$ cat config.mk
export PLATFORM = sky130hd
export DESIGN_NAME = msl_modem_status
export DESIGN_NICKNAME = d
export VERILOG_FILES = /design/src/rtl/msl_pkg.sv /design/src/rtl/msl_ctl_reg.sv /design/src/rtl/msl_line_map.sv /design/src/rtl/msl_delta_det.sv /design/src/rtl/msl_sts_reg.sv /design/src/rtl/msl_modem_status.sv
export SDC_FILE = /design/constraint.sdc
export NUM_CORES = 1
export LEC_CHECK = 0
export BUFFER_PORTS_ARGS = -buffer_cell sky130_fd_sc_hd__buf_2
export CORE_MARGIN = 2
export CORE_UTILIZATION = 43
export CTS_BUF_LIST = sky130_fd_sc_hd__clkbuf_16
export DETAILED_ROUTE_END_ITERATION = 16
export MAX_ROUTING_LAYER = met4
export PLACE_DENSITY = 0.86
export SETUP_SLACK_MARGIN = 0.5
export SLEW_MARGIN = 20
export SYNTH_ARGS = -nofsm -noshare
export SYNTH_HDL_FRONTEND = slang
export SYNTH_SLANG_ARGS = --single-unit
$ cat constraint.sdc
create_clock -name clk -period 1.1 [get_ports clk]
set_clock_uncertainty 0.1 [all_clocks]
set_input_delay 0.11 -clock clk [delete_from_list [all_inputs] [get_ports clk]]
set_output_delay 0.11 -clock clk [all_outputs]
set_load 0.05 [all_outputs]
$ cat src/rtl/msl_pkg.sv
package msl_pkg;
  localparam int unsigned BYTE_W  = 8;
  localparam int unsigned CTL_W   = 5;
  localparam int unsigned LINE_W  = 4;

  // control byte bit positions
  localparam int unsigned C_DTR  = 0;
  localparam int unsigned C_RTS  = 1;
  localparam int unsigned C_OUT1 = 2;
  localparam int unsigned C_OUT2 = 3;
  localparam int unsigned C_LOOP = 4;

  // status lines, packed to sit in status bits 7..4
  typedef struct packed {
    logic dcd;
    logic ri;
    logic dsr;
    logic cts;
  } line_t;

  // delta flags, packed to sit in status bits 3..0
  typedef struct packed {
    logic d_dcd;
    logic ring_trail;
    logic d_dsr;
    logic d_cts;
  } delta_t;

  localparam line_t IDLE_LINES = '{dcd: 1'b1, ri: 1'b0, dsr: 1'b1, cts: 1'b0};
endpackage

$ cat src/rtl/msl_ctl_reg.sv
module msl_ctl_reg
  import msl_pkg::*;
#(
  parameter int unsigned IN_W   = BYTE_W,
  parameter int unsigned KEEP_W = CTL_W
) (
  input  logic              clk,
  input  logic              rst_n,
  input  logic              wr_en,
  input  logic [IN_W-1:0]   wr_data,
  output logic [KEEP_W-1:0] ctl
);
  logic [KEEP_W-1:0] ctl_nxt;

  always_comb begin
    ctl_nxt = ctl;
    if (wr_en) ctl_nxt = wr_data[KEEP_W-1:0];
  end

  always_ff @(posedge clk or negedge rst_n) begin
    if (!rst_n) ctl <= '0;
    else        ctl <= ctl_nxt;
  end
endmodule

$ cat src/rtl/msl_line_map.sv
module msl_line_map
  import msl_pkg::*;
#(
  parameter int unsigned KEEP_W = CTL_W
) (
  input  logic [KEEP_W-1:0] ctl,
  output line_t             lines
);
  always_comb begin
    if (ctl[C_LOOP]) begin
      lines.cts = ctl[C_RTS];
      lines.dsr = ctl[C_DTR];
      lines.ri  = ctl[C_OUT1];
      lines.dcd = ctl[C_OUT2];
    end else begin
      lines = IDLE_LINES;
    end
  end
endmodule

$ cat src/rtl/msl_delta_det.sv
module msl_delta_det
  import msl_pkg::*;
(
  input  logic   wr_en,
  input  line_t  old_lines,
  input  line_t  new_lines,
  output delta_t set_mask
);
  always_comb begin
    set_mask = '0;
    if (wr_en) begin
      set_mask.d_cts      = old_lines.cts ^ new_lines.cts;
      set_mask.d_dsr      = old_lines.dsr ^ new_lines.dsr;
      set_mask.d_dcd      = old_lines.dcd ^ new_lines.dcd;
      set_mask.ring_trail = old_lines.ri & ~new_lines.ri;
    end
  end
endmodule

$ cat src/rtl/msl_sts_reg.sv
module msl_sts_reg
  import msl_pkg::*;
(
  input  logic   clk,
  input  logic   rst_n,
  input  logic   wr_en,
  input  logic   rd_en,
  input  line_t  new_lines,
  input  delta_t set_mask,
  output line_t  lines_q,
  output delta_t delta_q
);
  line_t  lines_nxt;
  delta_t delta_nxt;
  delta_t delta_kept;

  always_comb begin
    lines_nxt  = lines_q;
    if (wr_en) lines_nxt = new_lines;
    delta_kept = rd_en ? delta_t'('0) : delta_q;
    delta_nxt  = delta_kept | set_mask;
  end

  always_ff @(posedge clk or negedge rst_n) begin
    if (!rst_n) begin
      lines_q <= IDLE_LINES;
      delta_q <= '0;
    end else begin
      lines_q <= lines_nxt;
      delta_q <= delta_nxt;
    end
  end
endmodule

$ cat src/rtl/msl_modem_status.sv
module msl_modem_status
  import msl_pkg::*;
#(
  parameter int unsigned DATA_W = BYTE_W
) (
  input  logic              clk,
  input  logic              rst_n,
  input  logic              ctl_wr_en,
  input  logic [DATA_W-1:0] ctl_wr_data,
  input  logic              sts_rd_en,
  output logic [DATA_W-1:0] ctl_q,
  output logic [DATA_W-1:0] sts_q,
  output logic              chg_flag
);
  localparam int unsigned PAD_W = DATA_W - CTL_W;

  logic [CTL_W-1:0] ctl_r;
  logic [CTL_W-1:0] ctl_wr_kept;
  line_t            wr_lines;
  line_t            lines_q;
  delta_t           set_mask;
  delta_t           delta_q;

  assign ctl_wr_kept = ctl_wr_data[CTL_W-1:0];

  msl_ctl_reg #(.IN_W(DATA_W), .KEEP_W(CTL_W)) i_ctl (
    .clk(clk), .rst_n(rst_n), .wr_en(ctl_wr_en),
    .wr_data(ctl_wr_data), .ctl(ctl_r)
  );

  msl_line_map #(.KEEP_W(CTL_W)) i_map (
    .ctl(ctl_wr_kept), .lines(wr_lines)
  );

  msl_delta_det i_det (
    .wr_en(ctl_wr_en), .old_lines(lines_q),
    .new_lines(wr_lines), .set_mask(set_mask)
  );

  msl_sts_reg i_sts (
    .clk(clk), .rst_n(rst_n), .wr_en(ctl_wr_en), .rd_en(sts_rd_en),
    .new_lines(wr_lines), .set_mask(set_mask),
    .lines_q(lines_q), .delta_q(delta_q)
  );

  assign ctl_q    = {{PAD_W{1'b0}}, ctl_r};
  assign sts_q    = {lines_q, delta_q};
  assign chg_flag = |delta_q;
endmodule

==> run summary, run 1 <==
outcome: complete, but fails checks
failing checks: negative hold slack, negative setup slack
register bit total from synthesis: 13
Max VDD drop: 1230 µV
Post-route DRC: 0
Hold Crit Class: input pin to async pin
H-Tree Depth: 1
die width: 41.6 µm
starting density of the core: 46.2%
pin count of the biggest net entering global routing: 20
initial antenna violation count: 0
Rel. slew slack: 63.0%
global placement routability congestion: 0.699
I/O pin total: 29
max-cap violations: 0
die area: 1730 µm²
cts bufs inserted: 3
first-pass GRT wire length: 2550 µm
Die Height: 41.6 µm
Via-to-Cell Ratio: 5.17
Mean Syn Cell Area: 11.7 µm²
crit path launch type: register
Leak: 0.000520 µW
Routed WL: 1590 µm
Setup CP Type: register to output pin
crit-path max FO: 2
synth-to-layout area growth: 81.7%
share of cells above drive strength 1: 78.8%
Finish-stage setup viols: 8
synthesized instance count: 52
detailed-route via count: 517
Seq/Total Area, Yosys: 53.8%
CTS Sinks: 13
most common cell after layout, fill and taps aside: buf_8
final worst path period need: 1.55 ns
detailed-routing iteration count for the pre-antenna-repair pass: 2
reg2reg setup slack: -0.02 ns
most frequent cells in the layout: buf_8, dfrtp_2, buf_2, buf_6, mux2_4
Synth Flop Type: dfrtp_1
post-place setup slack: -0.229 ns
FF-to-FF path depth: 3
final hold slack: -0.356 ns
GRT Total Usage: 20.4%
CP required: 0.89 ns
Ys Warns: 0
FF-to-FF Start: i_sts.lines_q[3]
root buf cell: clkbuf_16
WP data arrival: 1.34 ns
Sum Neg Setup Slack: -0.895 ns
Worst Max-Slew Pin Slew: 0.556 ns
DR iter-0 viols: 2
Async S/R FF share, synth: 100%
Final Hold Fails: 13
CTS Buffer Depth: 2
period utilisation layout: 141%
Power Total: 1930 µW
Row Count: 13
synthesized area: 609 µm²
EDFF count, synth: 0
crit path capture type: output pin
worst skew pair latency: 0.24 ns
count of final max-slew check failures: 0
Core Area: 1320 µm²
Detail Placement HPWL: 864 µm
n_diodes: 0
Clock transition at path regs: 0.04 ns
RSZ-0062 raised after global routing: yes
Cell variety after synth: 19
upper clock frequency limit: 647 MHz
Pwr per Cell Area: 1740 nW/µm²
post-detailed-route wirelength per cell: 15.9 µm
CTS tree: done
Final WS setup: -0.447 ns
worst r2r dst: i_sts.delta_q[3]
fin nets: 98
PortBufs: 22
number of global-route vias before repair: 545
Routed Antenna Nets: 0
total gr overflow: 0
[cell usage after synthesis, drive strengths merged, types with 2 or more instances]
cell type | n | area share, %
mux2 | 6 | 11
nand2b | 2 | 2.1
nand4b | 3 | 4.3
nor2 | 2 | 1.2
nand2 | 2 | 1.2
a21oi | 2 | 1.6
dfrtp | 11 | 45
buf | 6 | 8.6
inv | 5 | 3.1
dfstp | 2 | 8.6
o221ai | 3 | 4.3
nor2b | 2 | 2.1
[how the worst max path moves through the flow]
stage / startpoint / endpoint / slack (ns) / cells after the start
2_1_floorplan: i_sts.delta_q[2] / chg_flag / -0.28 / 1
3_3_place_gp: i_sts.delta_q[2] / chg_flag / -0.22 / 2
3_5_place_dp: i_sts.delta_q[2] / chg_flag / -0.23 / 2
4_1_cts: i_sts.delta_q[2] / chg_flag / -0.45 / 2
5_1_grt: i_sts.delta_q[0] / chg_flag / -0.48 / 2
6_report: i_sts.delta_q[0] / chg_flag / -0.45 / 2
[logic make-up (layout without fill, tap and decap cells)]
logic type             count (synthesis)  in the layout  synth area share, %
AND/OR/NAND/NOR                       14             14                 14.4
flip-flops                            13             13                 53.8
buffers and inverters                 11             42                 11.7
AO/OA/AOI/OAI                          7              7                 8.42
multiplexers                           6              6                 11.1
other                                  1              3                0.615
[layer usage]
layer / track usage [%] / share of wire (%) / vias up
met5: - / 0 / -
met4: 9.68 / 1.7 / 0
met3: 3.04 / 3.8 / 4
met2: 36.3 / 57 / 19
met1: 22.1 / 37 / 253
li1: - / - / 241
[report_power, final]
group / switching [µW] / total (µW) / internal, µW
clock: 198 / 677 / 479
combinational: 358 / 666 / 307
sequential: 46.5 / 588 / 541
[timing repair]
action / in CTS / in global routing
buffers inserted: 6 / 1
pin swaps: 0 / 1
resized for setup: 57 / 9
endpoints found under the setup margin: 27 / 27
endpoints found under the hold margin: 13 / 13
[cell type report]
class | instances | area, µm²
repair buffers | 33 | 355
multi-input cells | 30 | 294
well taps | 15 | 18.8
flip-flops and latches | 13 | 342
inverters | 5 | 18.8
clock buffers | 3 | 75.1
fillers | 70 | 210
clock inverters | 1 | 3.75
[flip-flops by register name (all words and copies together), names as in the netlist]
register       cells
i_ctl.ctl          5
i_sts.delta_q      4
i_sts.lines_q      4
[through the flow]
stage               cells  hold slack, ns  area, µm²  util [%]
floorplan              54          -0.286        634         -
global placement       89         -0.0956        741      56.2
detailed placement     89         -0.0915        741      56.2
CTS                    99          -0.347       1070      81.2
global route          100          -0.328       1110      84.0
finish                100          -0.356       1110      84.0
[critical path, cell delays in order (launching register included)]
cell	delay, ns
dfrtp_2	0.39
or4_4	0.54
buf_8	0.17
Power figures use the tool's default switching activity.
==> run 2, diff against run 1 <==
--- a/config.mk
+++ b/config.mk
@@ -7,7 +7,7 @@
 export LEC_CHECK = 0
 export BUFFER_PORTS_ARGS = -buffer_cell sky130_fd_sc_hd__buf_2
 export CORE_MARGIN = 2
-export CORE_UTILIZATION = 43
+export CORE_UTILIZATION = 42
 export CTS_BUF_LIST = sky130_fd_sc_hd__clkbuf_16
 export DETAILED_ROUTE_END_ITERATION = 16
 export MAX_ROUTING_LAYER = met4
@@ -16,4 +16,5 @@
 export SLEW_MARGIN = 20
 export SYNTH_ARGS = -nofsm -noshare
 export SYNTH_HDL_FRONTEND = slang
+export SYNTH_HIERARCHICAL = 1
 export SYNTH_SLANG_ARGS = --single-unit
==> run 2 against run 1 <==
Against the previous run: the run still ends with negative hold slack, negative setup slack left; highest routed layer is now met3; final cell count down 9.0%; power down 2.6%; via count down 18%; routed wire length down 25%; combinational power down 6.3%; clock power down 2%; cell area down 9.4%.
==> run summary, run 2 <==
starting density of the core: 44.7% (was 46.2%)
GRT Total Usage: 17.1% (was 20.4%)
register bit total from synthesis: 13 (unchanged)
Critical Path Max Stage Delay: 0.53 ns (was 0.54 ns)
Biggest register: i_ctl/ctl (was i_ctl.ctl)
Finish-stage setup viols: 10 (was 8)
cell count after placement: 84 (was 89)
number of global-route vias before repair: 431 (was 545)
Synth Flop Type: dfrtp_1 (unchanged)
slowest CP cell: or4_4 (unchanged)
Worst path top cell family by delay: simple AND/OR/NAND/NOR gates (unchanged)
n_diodes: 0 (unchanged)
Pwr per Cell Area: 1870 nW/µm² (was 1740 nW/µm²)
crit path capture type: output pin (unchanged)
Final WS setup: -0.429 ns (was -0.447 ns)
global placement routability congestion: 0.661 (was 0.699)
upper clock frequency limit: 654 MHz (was 647 MHz)
count of final max-slew check failures: 0 (unchanged)
synth top area cells: dfrtp_1, mux2_2, dfstp_2, mux2_1, and2_1 (was dfrtp_1, mux2_2, dfstp_2, buf_4, nand4b_1)
most frequent cells in the layout: buf_8, dfrtp_2, buf_2, buf_6 (was buf_8, dfrtp_2, buf_2, buf_6, mux2_4)
initial antenna violation count: 0 (unchanged)
Mean Syn Cell Area: 13.1 µm² (was 11.7 µm²)
total gr overflow: 0 (unchanged)
share of cells above drive strength 1: 72.4% (was 78.8%)
synthesized instance count: 44 (was 52)
EDFF count, synth: 0 (unchanged)
Worst path depth: 2 (unchanged)
Die Height: 41.0 µm (was 41.6 µm)
first-pass GRT wire length: 1770 µm (was 2550 µm)
placed cell areas: 743 µm² (was 741 µm²)
final non-filler cell total: 91 (was 100)
cts bufs inserted: 3 (unchanged)
PortBufs: 22 (unchanged)
design area: 1000 µm² (was 1110 µm²)
count leader, synth: dfrtp_1 (unchanged)
WP data arrival: 1.32 ns (was 1.34 ns)
Async S/R FF share, synth: 100% (unchanged)
fin nets: 89 (was 98)
period utilisation layout: 139% (was 141%)
I/O pin total: 29 (unchanged)
Leak: 0.000494 µW (was 0.000520 µW)
Core Area: 1280 µm² (was 1320 µm²)
Buf/Inv on CP: 1 (unchanged)
Cell variety after synth: 14 (was 19)
detailed-routing iteration count for the pre-antenna-repair pass: 3 (was 2)
die area: 1680 µm² (was 1730 µm²)
Routed WL: 1200 µm (was 1590 µm)
die width: 41.0 µm (was 41.6 µm)
Seq/Total Area, Yosys: 57.1% (was 53.8%)
biggest regs: i_ctl/ctl: 5 flops, i_sts/delta_q: 4 flops, i_sts/lines_q: 4 flops (was i_ctl.ctl: 5 flops, i_sts.delta_q: 4 flops, i_sts.lines_q: 4 flops)
FF-to-FF path depth: 3 (unchanged)
Clock transition at path regs: 0.04 ns (about the same)
max-cap violations: 0 (unchanged)
Setup CP Type: register to output pin (unchanged)
met2 wire len: 693 µm (was 905 µm)
final worst path period need: 1.53 ns (was 1.55 ns)
reg2reg setup slack: -0.01 ns (was -0.02 ns)
CP required: 0.89 ns (about the same)
Final Util: 78.1% (was 84.0%)
Largest register FFs: 5 (unchanged)
CTS Buffer Depth: 2 (unchanged)
CTS Sinks: 13 (unchanged)
Max Used Layer: met3 (was met4)
detailed-route via count: 425 (was 517)
CTS tree: done (unchanged)
outcome: complete, but fails checks (unchanged)
final hold slack: -0.348 ns (was -0.356 ns)
most common cell after layout, fill and taps aside: buf_8 (unchanged)
Post-route DRC: 0 (unchanged)
Hold Crit Class: input pin to async pin (unchanged)
Synth top area share: 47.9% (was 45.2%)
failing checks: negative hold slack, negative setup slack (unchanged)
fillcell total: 77 (was 70)
Metal-1 WL: 449 µm (was 593 µm)
Sum Neg Setup Slack: -0.911 ns (was -0.895 ns)
crit-path max FO: 2 (unchanged)
pin count of the biggest net entering global routing: 14 (was 20)
root buf cell: clkbuf_16 (unchanged)
Power Total: 1880 µW (was 1930 µW)
worst r2r dst: i_sts/delta_q[3] (was i_sts.delta_q[3])
DR iter-0 viols: 4 (was 2)
Max VDD drop: 1190 µV (was 1230 µV)
met3 WL: 54 µm (was 60 µm)
H-Tree Depth: 1 (unchanged)
synth-to-layout area growth: 74.7% (was 81.7%)
top post-synthesis cells by count: dfrtp_1, and2_1, mux2_2 (was dfrtp_1, mux2_2, inv_1)
post-detailed-route wirelength per cell: 13.2 µm (was 15.9 µm)
Ys Warns: 6 (was 0)
Via-to-Cell Ratio: 4.67 (was 5.17)
Routed Antenna Nets: 0 (unchanged)
Final Hold Fails: 13 (unchanged)
biggest area consumer among synthesized cells: dfrtp_1 (unchanged)
worst skew pair latency: 0.24 ns (about the same)
RSZ-0062 raised after global routing: yes (unchanged)
crit path launch type: register (unchanged)
crit path cell chain: or4_4 -> buf_6 (was or4_4 -> buf_8)
FF-to-FF Start: i_sts/lines_q[3] (was i_sts.lines_q[3])
synthesized area: 574 µm² (was 609 µm²)
Row Count: 13 (unchanged)
[run 2: cell count changes after synthesis, moves of 2 or more]
cell | before | now
and2_1 | 0 | 5
o221ai_1 | 3 | 0
inv_1 | 5 | 0
nor2b_1 | 2 | 0
xor2_1 | 0 | 3
a21oi_1 | 2 | 0
a21o_1 | 0 | 4
buf_6 | 2 | 0
nand4b_1 | 3 | 0
mux2_1 | 0 | 4
[run 2: layout make-up]
type	count	area, µm²	area share, %
clock buffer	3	75.1	7.48
tap	15	18.8	1.87
clock inverter	1	3.75	0.374
timing repair buffer	29	318	31.7
sequential	13	342	34.0
multi-input combinational	29	243	24.2
inverter	1	3.75	0.374
[run 2: how the worst max path moves through the flow]
stage / end / startpoint
after floorplan: chg_flag / i_sts/delta_q[2]
after global placement: chg_flag / i_sts/delta_q[2]
after detailed placement: chg_flag / i_sts/delta_q[2]
after CTS: chg_flag / i_sts/delta_q[2]
after global routing: chg_flag / i_sts/delta_q[2]
final: chg_flag / i_sts/delta_q[2]
[run 2: what timing repair did]
action / in CTS / in global routing
gates cloned: 0 / 0
buffers inserted: 2 / 1
hold endpoints to repair: 13 / 13
setup endpoints to repair: 27 / 27
gates resized for setup: 45 / 2
pin swaps: 3 / 0
[run 2: cells by family after synthesis]
kind of cell / after synthesis / synth area share, %
AOI/OAI and AO/OA: 4 / 5.23
xor gates and xnor gates: 3 / 4.58
buffers and inverters: 4 / 4.57
DFF: 13 / 57.1
muxes: 9 / 17.6
other: 1 / 0.653
and+or+nand+nor: 10 / 10.2
[run 2: layer usage]
| layer | vias to the layer above | track usage [%] |
|---|---|---|
| li1 | 207 | - |
| met1 | 202 | 19.2 |
| met2 | 16 | 29.3 |
| met3 | 0 | 3.26 |
| met4 | 0 | 7.50 |
| met5 | - | - |
[run 2: through the flow]
| stage | hold slack, ns | setup WS [ns] |
|---|---|---|
| 2_1_floorplan | -0.286 | -0.284 |
| 3_3_place_gp | -0.0966 | -0.216 |
| 3_5_place_dp | -0.0917 | -0.223 |
| 4_1_cts | -0.341 | -0.436 |
| 5_1_grt | -0.329 | -0.451 |
| 6_report | -0.348 | -0.429 |
[run 2: power by group]
part	internal (µW)	switching, µW	total [µW]
logic	288	336	624
registers	546	47.8	594
clock network	478	184	662
total	1310	568	1880
